===== config.mk =====
export PLATFORM = sky130hd
export DESIGN_NAME = dtmf_count_decoder
export DESIGN_NICKNAME = d
export VERILOG_FILES = /design/src/rtl/dtmf_dec_pkg.sv /design/src/rtl/dtmf_period_meter.sv /design/src/rtl/dtmf_band_tracker.sv /design/src/rtl/dtmf_count_decoder.sv
export SDC_FILE = /design/constraint.sdc
export NUM_CORES = 1
export LEC_CHECK = 0
export BUFFER_PORTS_ARGS = -buffer_cell sky130_fd_sc_hd__buf_2
export CORE_AREA = 5 5 175 177
export CTS_CLUSTER_DIAMETER = 60
export DETAILED_ROUTE_END_ITERATION = 16
export DIE_AREA = 0 0 180 182
export PLACE_DENSITY = 0.55
export SETUP_SLACK_MARGIN = 0.05
export SLEW_MARGIN = 10
export SYNTH_ARGS = -nofsm -noshare
export SYNTH_HDL_FRONTEND = slang
export SYNTH_HIERARCHICAL = 1
export SYNTH_SLANG_ARGS = --single-unit

===== constraint.sdc =====
create_clock -name clk -period 6.1 [get_ports clk]
set_input_delay 0.915 -clock clk [delete_from_list [all_inputs] [get_ports clk]]
set_output_delay 0.915 -clock clk [all_outputs]
set_load 0.05 [all_outputs]

===== src/rtl/dtmf_dec_pkg.sv =====
package dtmf_dec_pkg;

    typedef logic [1:0] band_t;

    function automatic int nominal_hz(input bit high_grp, input int k);
        int f;
        case (k)
            0:       f = high_grp ? 1209 : 697;
            1:       f = high_grp ? 1336 : 770;
            2:       f = high_grp ? 1477 : 852;
            default: f = high_grp ? 1633 : 941;
        endcase
        return f;
    endfunction

    // smallest accepted period count for frequency f and tolerance tol (per mille)
    function automatic int count_min(input longint clk_hz, input int f, input int tol);
        longint den;
        den = longint'(f) * longint'(1000 + tol);
        return int'((clk_hz * 1000 + den - 1) / den);
    endfunction

    // largest accepted period count
    function automatic int count_max(input longint clk_hz, input int f, input int tol);
        longint den;
        den = longint'(f) * longint'(1000 - tol);
        return int'((clk_hz * 1000) / den);
    endfunction

    function automatic logic [3:0] key_code(input band_t row, input band_t col);
        logic [3:0] c;
        if (col == 2'd3) begin
            c = 4'd13 + {2'b00, row};
        end else if (row == 2'd3) begin
            case (col)
                2'd0:    c = 4'hB;
                2'd1:    c = 4'hA;
                default: c = 4'hC;
            endcase
        end else begin
            c = 4'(3 * int'(row) + int'(col) + 1);
        end
        return c;
    endfunction

endpackage


===== src/rtl/dtmf_period_meter.sv =====
module dtmf_period_meter #(
    parameter int CNT_W = 10,
    parameter int LIMIT = 600
) (
    input  logic             clk,
    input  logic             rst_n,
    input  logic             tone_in,
    output logic             per_stb,
    output logic [CNT_W-1:0] per_cnt,
    output logic             stale
);

    typedef struct packed {
        logic [2:0]       sync;
        logic [CNT_W-1:0] cnt;
    } meter_t;

    meter_t st_q, st_d;
    logic   rising;

    assign rising = st_q.sync[1] & ~st_q.sync[2];

    always_comb begin
        st_d      = st_q;
        st_d.sync = {st_q.sync[1:0], tone_in};
        if (rising) begin
            st_d.cnt = CNT_W'(1);
        end else if (st_q.cnt != CNT_W'(LIMIT)) begin
            st_d.cnt = st_q.cnt + CNT_W'(1);
        end
    end

    always_ff @(posedge clk or negedge rst_n) begin
        if (!rst_n) begin
            st_q.sync <= '0;
            st_q.cnt  <= CNT_W'(LIMIT);
        end else begin
            st_q <= st_d;
        end
    end

    assign per_stb = rising;
    assign per_cnt = st_q.cnt;
    assign stale   = (st_q.cnt == CNT_W'(LIMIT));

    // the period counter saturates at the loss limit
    a_r4_cnt_bounded: assert property (@(posedge clk) disable iff (!rst_n)
        int'(st_q.cnt) <= LIMIT);

    // each detected edge restarts the measurement
    a_r4_edge_restart: assert property (@(posedge clk) disable iff (!rst_n)
        per_stb |=> (st_q.cnt == CNT_W'(1)));

endmodule


===== src/rtl/dtmf_band_tracker.sv =====
module dtmf_band_tracker
    import dtmf_dec_pkg::*;
#(
    parameter longint CLK_HZ    = 1_000_000,
    parameter bit     HIGH_GRP  = 1'b0,
    parameter int     AVG_N     = 4,
    parameter int     CNT_W     = 11,
    parameter int     LOOSE_PPT = 40,
    parameter int     TIGHT_PPT = 25
) (
    input  logic             clk,
    input  logic             rst_n,
    input  logic             per_stb,
    input  logic [CNT_W-1:0] per_cnt,
    input  logic             stale,
    output logic             tone_ok,
    output band_t            band
);

    localparam int RUN_W = $clog2(AVG_N + 1);
    localparam int SUM_W = CNT_W + $clog2(AVG_N) + 1;

    localparam int LMIN [4] = '{
        count_min(CLK_HZ, nominal_hz(HIGH_GRP, 0), LOOSE_PPT),
        count_min(CLK_HZ, nominal_hz(HIGH_GRP, 1), LOOSE_PPT),
        count_min(CLK_HZ, nominal_hz(HIGH_GRP, 2), LOOSE_PPT),
        count_min(CLK_HZ, nominal_hz(HIGH_GRP, 3), LOOSE_PPT)};
    localparam int LMAX [4] = '{
        count_max(CLK_HZ, nominal_hz(HIGH_GRP, 0), LOOSE_PPT),
        count_max(CLK_HZ, nominal_hz(HIGH_GRP, 1), LOOSE_PPT),
        count_max(CLK_HZ, nominal_hz(HIGH_GRP, 2), LOOSE_PPT),
        count_max(CLK_HZ, nominal_hz(HIGH_GRP, 3), LOOSE_PPT)};
    localparam int TMIN [4] = '{
        count_min(CLK_HZ, nominal_hz(HIGH_GRP, 0), TIGHT_PPT),
        count_min(CLK_HZ, nominal_hz(HIGH_GRP, 1), TIGHT_PPT),
        count_min(CLK_HZ, nominal_hz(HIGH_GRP, 2), TIGHT_PPT),
        count_min(CLK_HZ, nominal_hz(HIGH_GRP, 3), TIGHT_PPT)};
    localparam int TMAX [4] = '{
        count_max(CLK_HZ, nominal_hz(HIGH_GRP, 0), TIGHT_PPT),
        count_max(CLK_HZ, nominal_hz(HIGH_GRP, 1), TIGHT_PPT),
        count_max(CLK_HZ, nominal_hz(HIGH_GRP, 2), TIGHT_PPT),
        count_max(CLK_HZ, nominal_hz(HIGH_GRP, 3), TIGHT_PPT)};

    typedef struct packed {
        logic [AVG_N-1:0][CNT_W-1:0] win;
        logic [RUN_W-1:0]            run;
        band_t                       band;
        logic                        ok;
    } track_t;

    track_t                      st_q, st_d;
    logic                        hit;
    band_t                       hit_idx;
    logic [AVG_N-1:0][CNT_W-1:0] win_sh;
    logic [SUM_W-1:0]            win_sum;
    logic                        sum_in_band;

    always_comb begin
        hit     = 1'b0;
        hit_idx = '0;
        for (int k = 0; k < 4; k++) begin
            if (int'(per_cnt) >= LMIN[k] && int'(per_cnt) <= LMAX[k]) begin
                hit     = 1'b1;
                hit_idx = band_t'(k);
            end
        end

        win_sh[0] = per_cnt;
        for (int i = 1; i < AVG_N; i++) begin
            win_sh[i] = st_q.win[i-1];
        end
        win_sum = '0;
        for (int i = 0; i < AVG_N; i++) begin
            win_sum = win_sum + SUM_W'(win_sh[i]);
        end

        st_d        = st_q;
        sum_in_band = 1'b0;
        if (per_stb) begin
            st_d.win = win_sh;
            if (!hit) begin
                st_d.run = '0;
                st_d.ok  = 1'b0;
            end else begin
                if (st_q.run != '0 && hit_idx == st_q.band) begin
                    if (st_q.run != RUN_W'(AVG_N)) begin
                        st_d.run = st_q.run + RUN_W'(1);
                    end
                end else begin
                    st_d.run  = RUN_W'(1);
                    st_d.band = hit_idx;
                end
                sum_in_band = (int'(win_sum) >= AVG_N * TMIN[st_d.band]) &&
                              (int'(win_sum) <= AVG_N * TMAX[st_d.band]);
                st_d.ok = (st_d.run == RUN_W'(AVG_N)) && sum_in_band;
            end
        end else if (stale) begin
            st_d.run = '0;
            st_d.ok  = 1'b0;
        end
    end

    always_ff @(posedge clk or negedge rst_n) begin
        if (!rst_n) begin
            st_q <= '0;
        end else begin
            st_q <= st_d;
        end
    end

    assign tone_ok = st_q.ok;
    assign band    = st_q.band;

    // the consecutive-period run never passes its target
    a_r10_run_bounded: assert property (@(posedge clk) disable iff (!rst_n)
        int'(st_q.run) <= AVG_N);

    // acceptance can only begin on a completed period
    a_r10_ok_on_period: assert property (@(posedge clk) disable iff (!rst_n)
        $rose(tone_ok) |-> $past(per_stb));

    // a silent input withdraws acceptance
    a_r4_stale_clears: assert property (@(posedge clk) disable iff (!rst_n)
        (stale && !per_stb) |=> !tone_ok);

endmodule


===== src/rtl/dtmf_count_decoder.sv =====
module dtmf_count_decoder
    import dtmf_dec_pkg::*;
#(
    parameter longint CLK_HZ    = 1_000_000,
    parameter int     AVG_N     = 4,
    parameter int     LOOSE_PPT = 40,
    parameter int     TIGHT_PPT = 25
) (
    input  logic       clk,
    input  logic       rst_n,
    input  logic       lo_tone_in,
    input  logic       hi_tone_in,
    output logic       early_steer,
    output logic [3:0] digit_code
);

    localparam int LIMIT = count_max(CLK_HZ, nominal_hz(1'b0, 0), LOOSE_PPT) + 1;
    localparam int CNT_W = $clog2(LIMIT + 1);

    logic [1:0]             tone_w;
    logic [1:0]             stb_w;
    logic [1:0][CNT_W-1:0]  cnt_w;
    logic [1:0]             stale_w;
    logic [1:0]             ok_w;
    band_t                  band_w [2];

    assign tone_w = {hi_tone_in, lo_tone_in};

    for (genvar g = 0; g < 2; g++) begin : g_grp
        dtmf_period_meter #(
            .CNT_W (CNT_W),
            .LIMIT (LIMIT)
        ) u_meter (
            .clk     (clk),
            .rst_n   (rst_n),
            .tone_in (tone_w[g]),
            .per_stb (stb_w[g]),
            .per_cnt (cnt_w[g]),
            .stale   (stale_w[g])
        );

        dtmf_band_tracker #(
            .CLK_HZ    (CLK_HZ),
            .HIGH_GRP  (g == 1),
            .AVG_N     (AVG_N),
            .CNT_W     (CNT_W),
            .LOOSE_PPT (LOOSE_PPT),
            .TIGHT_PPT (TIGHT_PPT)
        ) u_track (
            .clk     (clk),
            .rst_n   (rst_n),
            .per_stb (stb_w[g]),
            .per_cnt (cnt_w[g]),
            .stale   (stale_w[g]),
            .tone_ok (ok_w[g]),
            .band    (band_w[g])
        );
    end

    typedef struct packed {
        logic       est;
        logic [3:0] code;
    } out_t;

    out_t st_q, st_d;

    always_comb begin
        st_d     = st_q;
        st_d.est = ok_w[0] & ok_w[1];
        if (st_d.est) begin
            st_d.code = key_code(band_w[0], band_w[1]);
        end
    end

    always_ff @(posedge clk or negedge rst_n) begin
        if (!rst_n) begin
            st_q <= '0;
        end else begin
            st_q <= st_d;
        end
    end

    assign early_steer = st_q.est;
    assign digit_code  = st_q.code;

    // losing either group drops early steering on the next edge
    a_r3_drop_follows_loss: assert property (@(posedge clk) disable iff (!rst_n)
        (early_steer && !(ok_w[0] && ok_w[1])) |=> !early_steer);

    // the code stays put whenever early steering is inactive
    a_r5_code_hold: assert property (@(posedge clk) disable iff (!rst_n)
        !early_steer |-> $stable(digit_code));

endmodule


==> reports/results.txt, run 1 <==
Clock Tree Buf Depth: 2
Psw: 1290 uW
Final Wtd Congestion: 0.835
Tot Pwr: 3110 uW
Yosys reg bits: 111
Clock Tree Root: clkbuf_16
top_reg_cell synth: dfrtp_1
final WL: 17.0 mm
Via density: 4.80
Pwr Density: 343 nW/um2
number of synthesized flops with an enable pin: 0
cell with the most instances after synthesis: inv_1
# IOs: 9
Post-Syn Area: 8530 um2
Async S/R FF share, synth: 100%
Die ar.: 32800 um2
row cnt: 63
RSZ-0062 raised after global routing: no
Num Clock Sinks: 111
leakage power: 0.00393 uW
final worst setup slack: 1.34 ns
max-slew violation count: 0
Final HPWL DP: 12.5 mm
worst min path class: reg2reg
Post-CTS Setup Inserts: 0
Core ar.: 29100 um2
drc violations: 0
Rel. slew slack: 32.5%
CP endpoint kind: flop
period utilisation layout: 78.0%
Area contributors post-synth: dfrtp_1, fa_1, ha_1
first-pass GRT wire length: 29.5 mm
syn_nets: 1013
ANT nets after route: 0
status: completed
Ant. Diodes: 0
critical path class: reg2reg
Skew-Pair Late Insertion Delay: 0.36 ns
Setup TNS: 0 ns
Internal: 1820 uW
Final min period: 4.76 ns
Final setup violation count: 0
post-synth top area cell: dfrtp_1
CP max FO: 8
H-tree levels: 3
Fin. Hold Viols: 0
DP Worst Slack: 1.35 ns
clk_skew: 0.00831 ns
switching share of power: 41.3%
I/O Buffers: 8
drt first-iter violations: 464
Worst-Margin Slew: 1.01 ns
clock-pin slew on the worst setup and hold paths: 0.08 ns
Mean Syn Cell Area: 9.51 um2
maximum vdd drop: 0.160 mV
largest net degree at the start of global routing: 76
Gates resized, CTS repair: 0
YS warnings: 6
Comb pwr share: 50.3%
initial antenna violation count: 2
Inserted Clock Buffers: 9
Peak Freq: 210 MHz
sequential power share: 30.9%
Layout Area Growth over Synthesis: 6.34%
hold_ws: 0.355 ns
Cells after Synth: 897
crit path DAT: 5.00 ns
Synth top cells by count: inv_1, dfrtp_1, nand2_1, o21ai_0, ha_1
Die H: 182 um
CP Launch Type: flop
DR vias: 6070
initial core utilization: 29.3%
Placed Area: 8780 um2
CTS Hold Bufs: 0
Clock Power Share: 18.8%
Yosys top cell area share: 27.9%
Seq/Total Area, Yosys: 32.8%
Max Cap Violations: 0
GRT Residual Overflow: 0
routed len/inst: 13.4 um
finished layout cell area: 9070 um2
NumNets Final: 986
vias in the first global route: 5907
CTS tree: done
Tot GR Track Use: 10.8%
Die Span X: 180 um
Pre-antenna DRT Iters: 5
Critical Path RT: 6.35 ns
share of cells above drive strength 1: 10.3%
Synth cell types: 84
## logic make-up (layout without fill, tap and decap cells)
family                     Yosys count  count (layout)  share of synthesized area [%]
AOI/OAI and AO/OA                  195             195                           15.0
xor gates and xnor gates            25              25                           2.74
adders and majority gates          112             112                           20.5
buffers and inverters              181             159                           9.27
DFF                                111             111                           32.8
muxes                               26              26                           3.33
and+or+nand+nor                    247             247                           16.3
## layout make-up
class | count | area [um2]
fillers | 3021 | 20000
multi-input cells | 605 | 4940
flip-flops and latches | 111 | 2800
inverters | 132 | 495
well taps | 390 | 488
clock buffers | 10 | 239
repair buffers | 11 | 65.1
clock inverters | 6 | 43.8
## worst max-delay path: stages, from the launching register on
cell	delay [ns]
dfstp_2	0.62
inv_1	0.08
fa_1	0.58
fa_1	0.42
inv_1	0.06
ha_1	0.17
inv_1	0.06
fa_1	0.40
nor2b_1	0.21
o2111ai_1	0.16
nand3b_1	0.13
xor2_1	0.24
ha_1	0.30
nor2b_1	0.14
mux2i_1	0.12
or4_1	0.41
a32o_1	0.23
a31oi_1	0.20
o31ai_1	0.10
## path summary, 6_finish.rpt
| kind | start | depth (start not counted) | slack, ns | to |
|---|---|---|---|---|
| max | g_grp[1].u_meter/per_cnt[1]$_DFFE_PN1P_ | 18 | 1.34 | g_grp[1].u_track/tone_ok$_DFFE_PN0P_ |
| min | g_grp[0].u_meter/st_d[12]$_DFF_PN0_ | 0 | 0.35 | g_grp[0].u_meter/st_d[13]$_DFF_PN0_ |
| max reg2reg | g_grp[1].u_meter/per_cnt[1]$_DFFE_PN1P_ | 18 | 1.34 | g_grp[1].u_track/tone_ok$_DFFE_PN0P_ |
| min reg2reg | g_grp[0].u_meter/st_d[12]$_DFF_PN0_ | 0 | 0.35 | g_grp[0].u_meter/st_d[13]$_DFF_PN0_ |
| max in group asynchronous | rst_n | 2 | 4.28 | g_grp[1].u_meter/per_cnt[0]$_DFFE_PN1P_ |
| min in group asynchronous | rst_n | 1 | 0.69 | g_grp[0].u_track/st_q[31]$_DFFE_PN0P_ |
## metal layers
layer  global-route usage (%)  vias to the layer above  wire, um
met4                     3.14                        4       234
li1                         -                     3017         -
met3                     2.08                       18       560
met5                        0                        -        40
met2                     16.9                       68      7540
met1                     15.2                     2963      8620
## placed cells by master (no fill, tap or decap), types with 5 or more instances in the layout
master | netlist | layout
a21o_1 | 7 | 7
a21oi_1 | 30 | 30
a31oi_1 | 11 | 11
buf_2 | 3 | 7
clkbuf_16 | 0 | 9
dfrtp_1 | 95 | 95
dfstp_2 | 16 | 16
fa_1 | 46 | 46
ha_1 | 66 | 66
inv_1 | 132 | 130
mux2_2 | 19 | 19
mux2i_1 | 7 | 7
nand2_1 | 77 | 77
nand2b_1 | 8 | 8
nand3_1 | 20 | 20
nand3b_1 | 8 | 8
nand4_1 | 11 | 11
nand4b_1 | 5 | 5
nor2_1 | 36 | 36
nor2b_1 | 12 | 12
nor3_1 | 10 | 10
o21a_1 | 11 | 11
o21ai_0 | 73 | 73
o31ai_1 | 13 | 13
or3_1 | 5 | 5
or4_1 | 12 | 12
xnor2_1 | 17 | 17
xor2_1 | 6 | 6
## power groups by stage
stage               clock network [uW]  logic (uW)  registers [uW]
finish                             584        1560             961
global placement                     0        1540             974
CTS                                607        1580             960
floorplan                            0        1330             905
detailed placement                   0        1570             975
global route                       641        1800             980
## state kept, by name (all words and copies together), names as in the netlist
register and flops:
g_grp.u_track/band 4, g_grp.u_meter/st_d 4, g_grp.u_track/tone_ok 2, g_grp.u_meter/per_cnt 22, digit_code 4, g_grp.u_track/st_q 72, early_steer 1, g_grp.u_meter/st_q 2
## through the flow
stage	cells	util (%)
after global placement	1249	30.2
after global routing	1265	31.2
after CTS	1265	31.2
after detailed placement	1249	30.2
final	1265	31.2
after floorplan	897	-
Note: power is estimated with default switching activity, not from simulation.
==> inputs of run 2 (changes only) <==
==> constraint.sdc (replaced) <==
create_clock -name clk -period 4.9 [get_ports clk]
set_input_delay 0.735 -clock clk [delete_from_list [all_inputs] [get_ports clk]]
set_output_delay 0.735 -clock clk [all_outputs]
set_load 0.05 [all_outputs]
==> run 2 against run 1 <==
Sequential share of layout area fell by 0.26 points. Via count fell by 0.96%. Highest routed layer is now met4. Core utilization rose by 0.26 points. Flip-flop and latch count did not move. Combinational power rose by 33%. Routed wire length rose by 2.0%.
==> reports/results.txt, run 2 (synthesis results as in run 1) <==
DP Worst Slack: 0.303 ns
CTS Hold Bufs: 0
clk_skew: 0.0107 ns
crit path DAT: 4.78 ns
period utilisation layout: 92.5%
commonest non-fill, non-tap cell in the layout: inv_1
Num Clock Sinks: 111
Max Cap Violations: 0
Internal: 2290 uW
CP max FO: 6
CTS tree: done
final WL: 17.3 mm
clock-pin slew on the worst setup and hold paths: 0.08 ns
Clock Tree Buf Depth: 2
initial antenna violation count: 0
Die ar.: 32800 um2
Reg area: 2800 um2
GRT Residual Overflow: 0
Final min period: 4.53 ns
Clock Power Share: 18.5%
drt first-iter violations: 327
Top reg by flops: g_grp.u_track/st_q
worst min path class: reg2reg
ANT nets after route: 0
Tot GR Track Use: 10.8%
RSZ-0062 raised after global routing: no
largest net degree at the start of global routing: 70
# IOs: 9
vias in the first global route: 6002
fin cells: 1275
I/O Buffers: 8
Pwr Density: 429 nW/um2
multi-input logic area: 4940 um2
status: completed
cells on worst reg2reg path: 18
row cnt: 63
maximum vdd drop: 0.200 mV
Rel. slew slack: 48.7%
NumNets Final: 996
drc violations: 0
leakage power: 0.00397 uW
number of fill cells in the layout: 3000
Final Wtd Congestion: 0.826
Ant. Diodes: 0
Peak Freq: 221 MHz
H-tree levels: 3
switching share of power: 41.7%
Layout Area Growth over Synthesis: 7.23%
Pre-antenna DRT Iters: 5
Via density: 4.72
Final setup violation count: 0
most frequent cells in the layout: inv_1, dfrtp_1, nand2_1, o21ai_0, ha_1
hold_ws: 0.358 ns
Critical Path RT: 5.15 ns
Die Span X: 180 um
Die H: 182 um
Inserted Clock Buffers: 9
routed len/inst: 13.6 um
Final HPWL DP: 12.9 mm
Skew-Pair Late Insertion Delay: 0.36 ns
Hold Path Stages: 0
max-slew violation count: 0
DR vias: 6012
Comb pwr share: 52.8%
initial core utilization: 29.3%
Clock Tree Root: clkbuf_16
Core ar.: 29100 um2
placed cells: 1258
critical path class: reg2reg
Fin. Hold Viols: 0
max FFs per register: 72
Worst-Margin Slew: 0.751 ns
Psw: 1640 uW
share of cells above drive strength 1: 11.3%
CP endpoint kind: flop
CP Launch Type: flop
first-pass GRT wire length: 29.8 mm
Setup TNS: 0 ns
final worst setup slack: 0.370 ns
sequential power share: 28.7%
-- run 2: final cells by class --
cell class	instances	share of cell area, %
inverters	132	5.42
multi-input cells	605	54.0
well taps	390	5.34
repair buffers	21	1.53
flip-flops and latches	111	30.6
clock inverters	6	0.575
clock buffers	10	2.50
-- run 2: repair_timing --
item                       CTS  global route
buffers inserted             0             1
gates resized for setup      0             1
setup endpoints to repair    0             1
-- run 2: per-stage QoR --
step | utilization, % | total power, uW | instance area, um2
floorplan | - | 2780 | 8530
global placement | 30.4 | 3160 | 8850
detailed placement | 30.4 | 3210 | 8850
CTS | 31.4 | 3980 | 9130
global route | 31.4 | 4330 | 9140
finish | 31.4 | 3930 | 9140
-- run 2: worst paths after layout --
path,to,slack [ns],startpoint
setup / recovery,g_grp[1].u_track/tone_ok$_DFFE_PN0P_,0.37,g_grp[1].u_meter/per_cnt[1]$_DFFE_PN1P_
hold reg to reg,g_grp[1].u_meter/st_d[13]$_DFF_PN0_,0.36,g_grp[1].u_meter/st_d[12]$_DFF_PN0_
max in group asynchronous,g_grp[1].u_meter/per_cnt[10]$_DFFE_PN1P_,3.54,rst_n
min in group asynchronous,g_grp[0].u_track/st_q[9]$_DFFE_PN0P_,0.38,rst_n
hold / removal,g_grp[1].u_meter/st_d[13]$_DFF_PN0_,0.36,g_grp[1].u_meter/st_d[12]$_DFF_PN0_
setup reg to reg,g_grp[1].u_track/tone_ok$_DFFE_PN0P_,0.37,g_grp[1].u_meter/per_cnt[1]$_DFFE_PN1P_
-- run 2: power groups by stage --
| stage | clock, uW | combinational (uW) | sequential (uW) |
|---|---|---|---|
| after floorplan | 0 | 1650 | 1130 |
| after detailed placement | 0 | 2060 | 1150 |
| after global routing | 797 | 2390 | 1150 |
| final | 725 | 2070 | 1130 |
| after global placement | 0 | 2020 | 1140 |
| after CTS | 762 | 2090 | 1130 |
-- run 2: routing by layer --
layer	up-vias	GRT usage [%]	share of wire, %	wire (um)
met4	0	3.57	1.7	289
li1	3034	-	-	-
met5	-	0	0	0
met3	16	1.56	2.1	361
met2	58	17.4	45	7740
met1	2904	15.1	52	8940
-- run 2: worst max-delay path, stage by stage, from the launching register on --
cell	delay, ns
dfstp_2	0.59
inv_1	0.07
fa_1	0.56
fa_1	0.41
inv_1	0.07
ha_1	0.15
inv_1	0.05
fa_1	0.41
nor2b_2	0.19
o2111ai_1	0.16
nand3b_1	0.14
xor2_1	0.20
ha_1	0.29
nor2b_1	0.12
mux2i_1	0.10
or4_1	0.41
a32o_1	0.23
a31oi_1	0.16
o31ai_1	0.09
==> inputs of run 3 (changes only) <==
--- a/config.mk
+++ b/config.mk
@@ -6,10 +6,10 @@
 export NUM_CORES = 1
 export LEC_CHECK = 0
 export BUFFER_PORTS_ARGS = -buffer_cell sky130_fd_sc_hd__buf_2
-export CORE_AREA = 5 5 175 177
-export CTS_CLUSTER_DIAMETER = 60
+export CORE_AREA = 2 2 172 174
+export CTS_CLUSTER_DIAMETER = 120
 export DETAILED_ROUTE_END_ITERATION = 16
-export DIE_AREA = 0 0 180 182
+export DIE_AREA = 0 0 174 176
 export PLACE_DENSITY = 0.55
 export SETUP_SLACK_MARGIN = 0.05
 export SLEW_MARGIN = 10
==> run 3 against run 2 <==
Worst hold slack worse by 0.025 ns. Non-clock buffer count unchanged. Clock skew down 0.0021 ns. Critical endpoint unchanged. Largest power group unchanged.
==> reports/results.txt, run 3 (synthesis results as in run 1) <==
Final setup violation count: 0
Rel. slew slack: 47.3%
crit-path cells: inv_1 -> fa_1 -> fa_1 -> inv_1 -> ha_1 -> inv_1 -> fa_1 -> nor2b_2 -> o2111ai_1 -> nand3b_1 -> xor2_1 -> ha_1 -> nor2b_1 -> mux2i_1 -> or4_1 -> a32o_1 -> a31oi_1 -> o31ai_1
ANT nets after route: 0
NumNets Final: 996
share of cells above drive strength 1: 11.4%
Final HPWL DP: 12.9 mm
Peak Freq: 223 MHz
CP max FO: 8
Clock Tree Root: clkbuf_16
I/O Buffers: 8
FF-to-FF Start: g_grp[1].u_meter/per_cnt[1]$_DFFE_PN1P_
Core ar.: 28500 um2
Top reg by flops: g_grp.u_track/st_q
clock-pin slew on the worst setup and hold paths: 0.08 ns
Final min period: 4.49 ns
Slowest cell on crit path: dfstp_2
critical path class: reg2reg
cells on worst reg2reg path: 18
# IOs: 9
hold_ws: 0.333 ns
CTS tree: done
Num Clock Sinks: 111
CTS Hold Bufs: 0
Max Cap Violations: 0
Fin. Hold Viols: 0
Critical Path RT: 5.16 ns
Die H: 176 um
GRT Residual Overflow: 0
CP endpoint kind: flop
max FFs per register: 72
largest net degree at the start of global routing: 52
drt first-iter violations: 338
clk_skew: 0.00863 ns
initial core utilization: 29.9%
DR vias: 6034
Via density: 4.75
vias in the first global route: 6121
period utilisation layout: 91.5%
Inserted Clock Buffers: 9
status: completed
Final Wtd Congestion: 0.812
CP Launch Type: flop
Clock Tree Buf Depth: 2
reg2reg end: g_grp[1].u_track/tone_ok$_DFFE_PN0P_
Die ar.: 30600 um2
initial antenna violation count: 0
Pre-antenna DRT Iters: 5
Skew-Pair Late Insertion Delay: 0.36 ns
Tot GR Track Use: 12.1%
row cnt: 62
delay of the slowest critical-path stage: 0.60 ns
maximum vdd drop: 0.284 mV
final WL: 17.4 mm
max-slew violation count: 0
final design utilization: 32.2%
Ant. Diodes: 0
RSZ-0062 raised after global routing: no
Pwr Density: 443 nW/um2
worst min path class: in2async
Die Span X: 174 um
routed len/inst: 13.7 um
commonest non-fill, non-tap cell in the layout: inv_1
Setup TNS: 0 ns
drc violations: 0
Layout Area Growth over Synthesis: 7.95%
H-tree levels: 3
leakage power: 0.00401 uW
first-pass GRT wire length: 30.4 mm
Worst-Margin Slew: 0.785 ns
crit path DAT: 4.74 ns
most frequent cells in the layout: inv_1, dfrtp_1, nand2_1, o21ai_0, ha_1
R2R setup slack: 0.41 ns
[run 3: area by class of cell]
type                            count  area, um2
Fill cell                        2994      19300
Tap cell                          384        480
Sequential cell                   111       2800
Clock buffer                        9        225
Multi-Input combinational cell    605       4940
Clock inverter                      7        125
Timing Repair Buffer               21        140
Inverter                          132        495
[run 3: where the power goes]
group	internal, uW	total (uW)	switching (uW)
clock network	507	880	373
registers	1040	1120	78.1
logic	901	2080	1180
[run 3: how the worst max path moves through the flow]
stage	cells after the start	from	end	slack (ns)
finish	18	g_grp[1].u_meter/per_cnt[1]$_DFFE_PN1P_	g_grp[1].u_track/tone_ok$_DFFE_PN0P_	0.41
global route	18	g_grp[1].u_meter/per_cnt[1]$_DFFE_PN1P_	g_grp[1].u_track/tone_ok$_DFFE_PN0P_	0.1
CTS	18	g_grp[1].u_meter/per_cnt[1]$_DFFE_PN1P_	g_grp[1].u_track/tone_ok$_DFFE_PN0P_	0.36
detailed placement	18	g_grp[1].u_meter/per_cnt[1]$_DFFE_PN1P_	g_grp[1].u_track/tone_ok$_DFFE_PN0P_	0.36
global placement	18	g_grp[1].u_meter/per_cnt[1]$_DFFE_PN1P_	g_grp[1].u_track/tone_ok$_DFFE_PN0P_	0.41
floorplan	19	g_grp[1].u_meter/per_cnt[1]$_DFFE_PN1P_	g_grp[1].u_track/tone_ok$_DFFE_PN0P_	0.57
[run 3: what timing repair did]
| action | CTS | global route |
|---|---|---|
| setup buffers | 0 | 0 |
| setup endpoints to repair | 0 | 1 |
| gates resized for setup | 0 | 1 |
[run 3: layer usage]
| metal | vias up | GRT usage [%] | wire (um) |
|---|---|---|---|
| met5 | - | 0 | 0 |
| met1 | 2913 | 17.1 | 8840 |
| met4 | 0 | 4.34 | 300 |
| li1 | 3034 | - | - |
| met3 | 18 | 1.61 | 412 |
| met2 | 69 | 19.1 | 7830 |
[run 3: critical path: cells and delay by family, from the launching register on]
family	cells	cell delay, ns
xor+xnor	1	0.19
flops	1	0.60
fa+ha+maj	5	1.82
mux	1	0.11
simple gates	4	0.84
buf+inv	3	0.20
compound gates	4	0.62
[run 3: per-stage QoR]
step           power, uW  instance area, um2  setup slack (ns)  std cells
6_report            4070                9210             0.415       1269
5_1_grt             4470                9210            0.0997       1269
4_1_cts             4130                9200             0.365       1269
3_5_place_dp        3220                8850             0.363       1253
3_3_place_gp        3190                8850             0.412       1253
2_1_floorplan       2780                8530             0.570        897
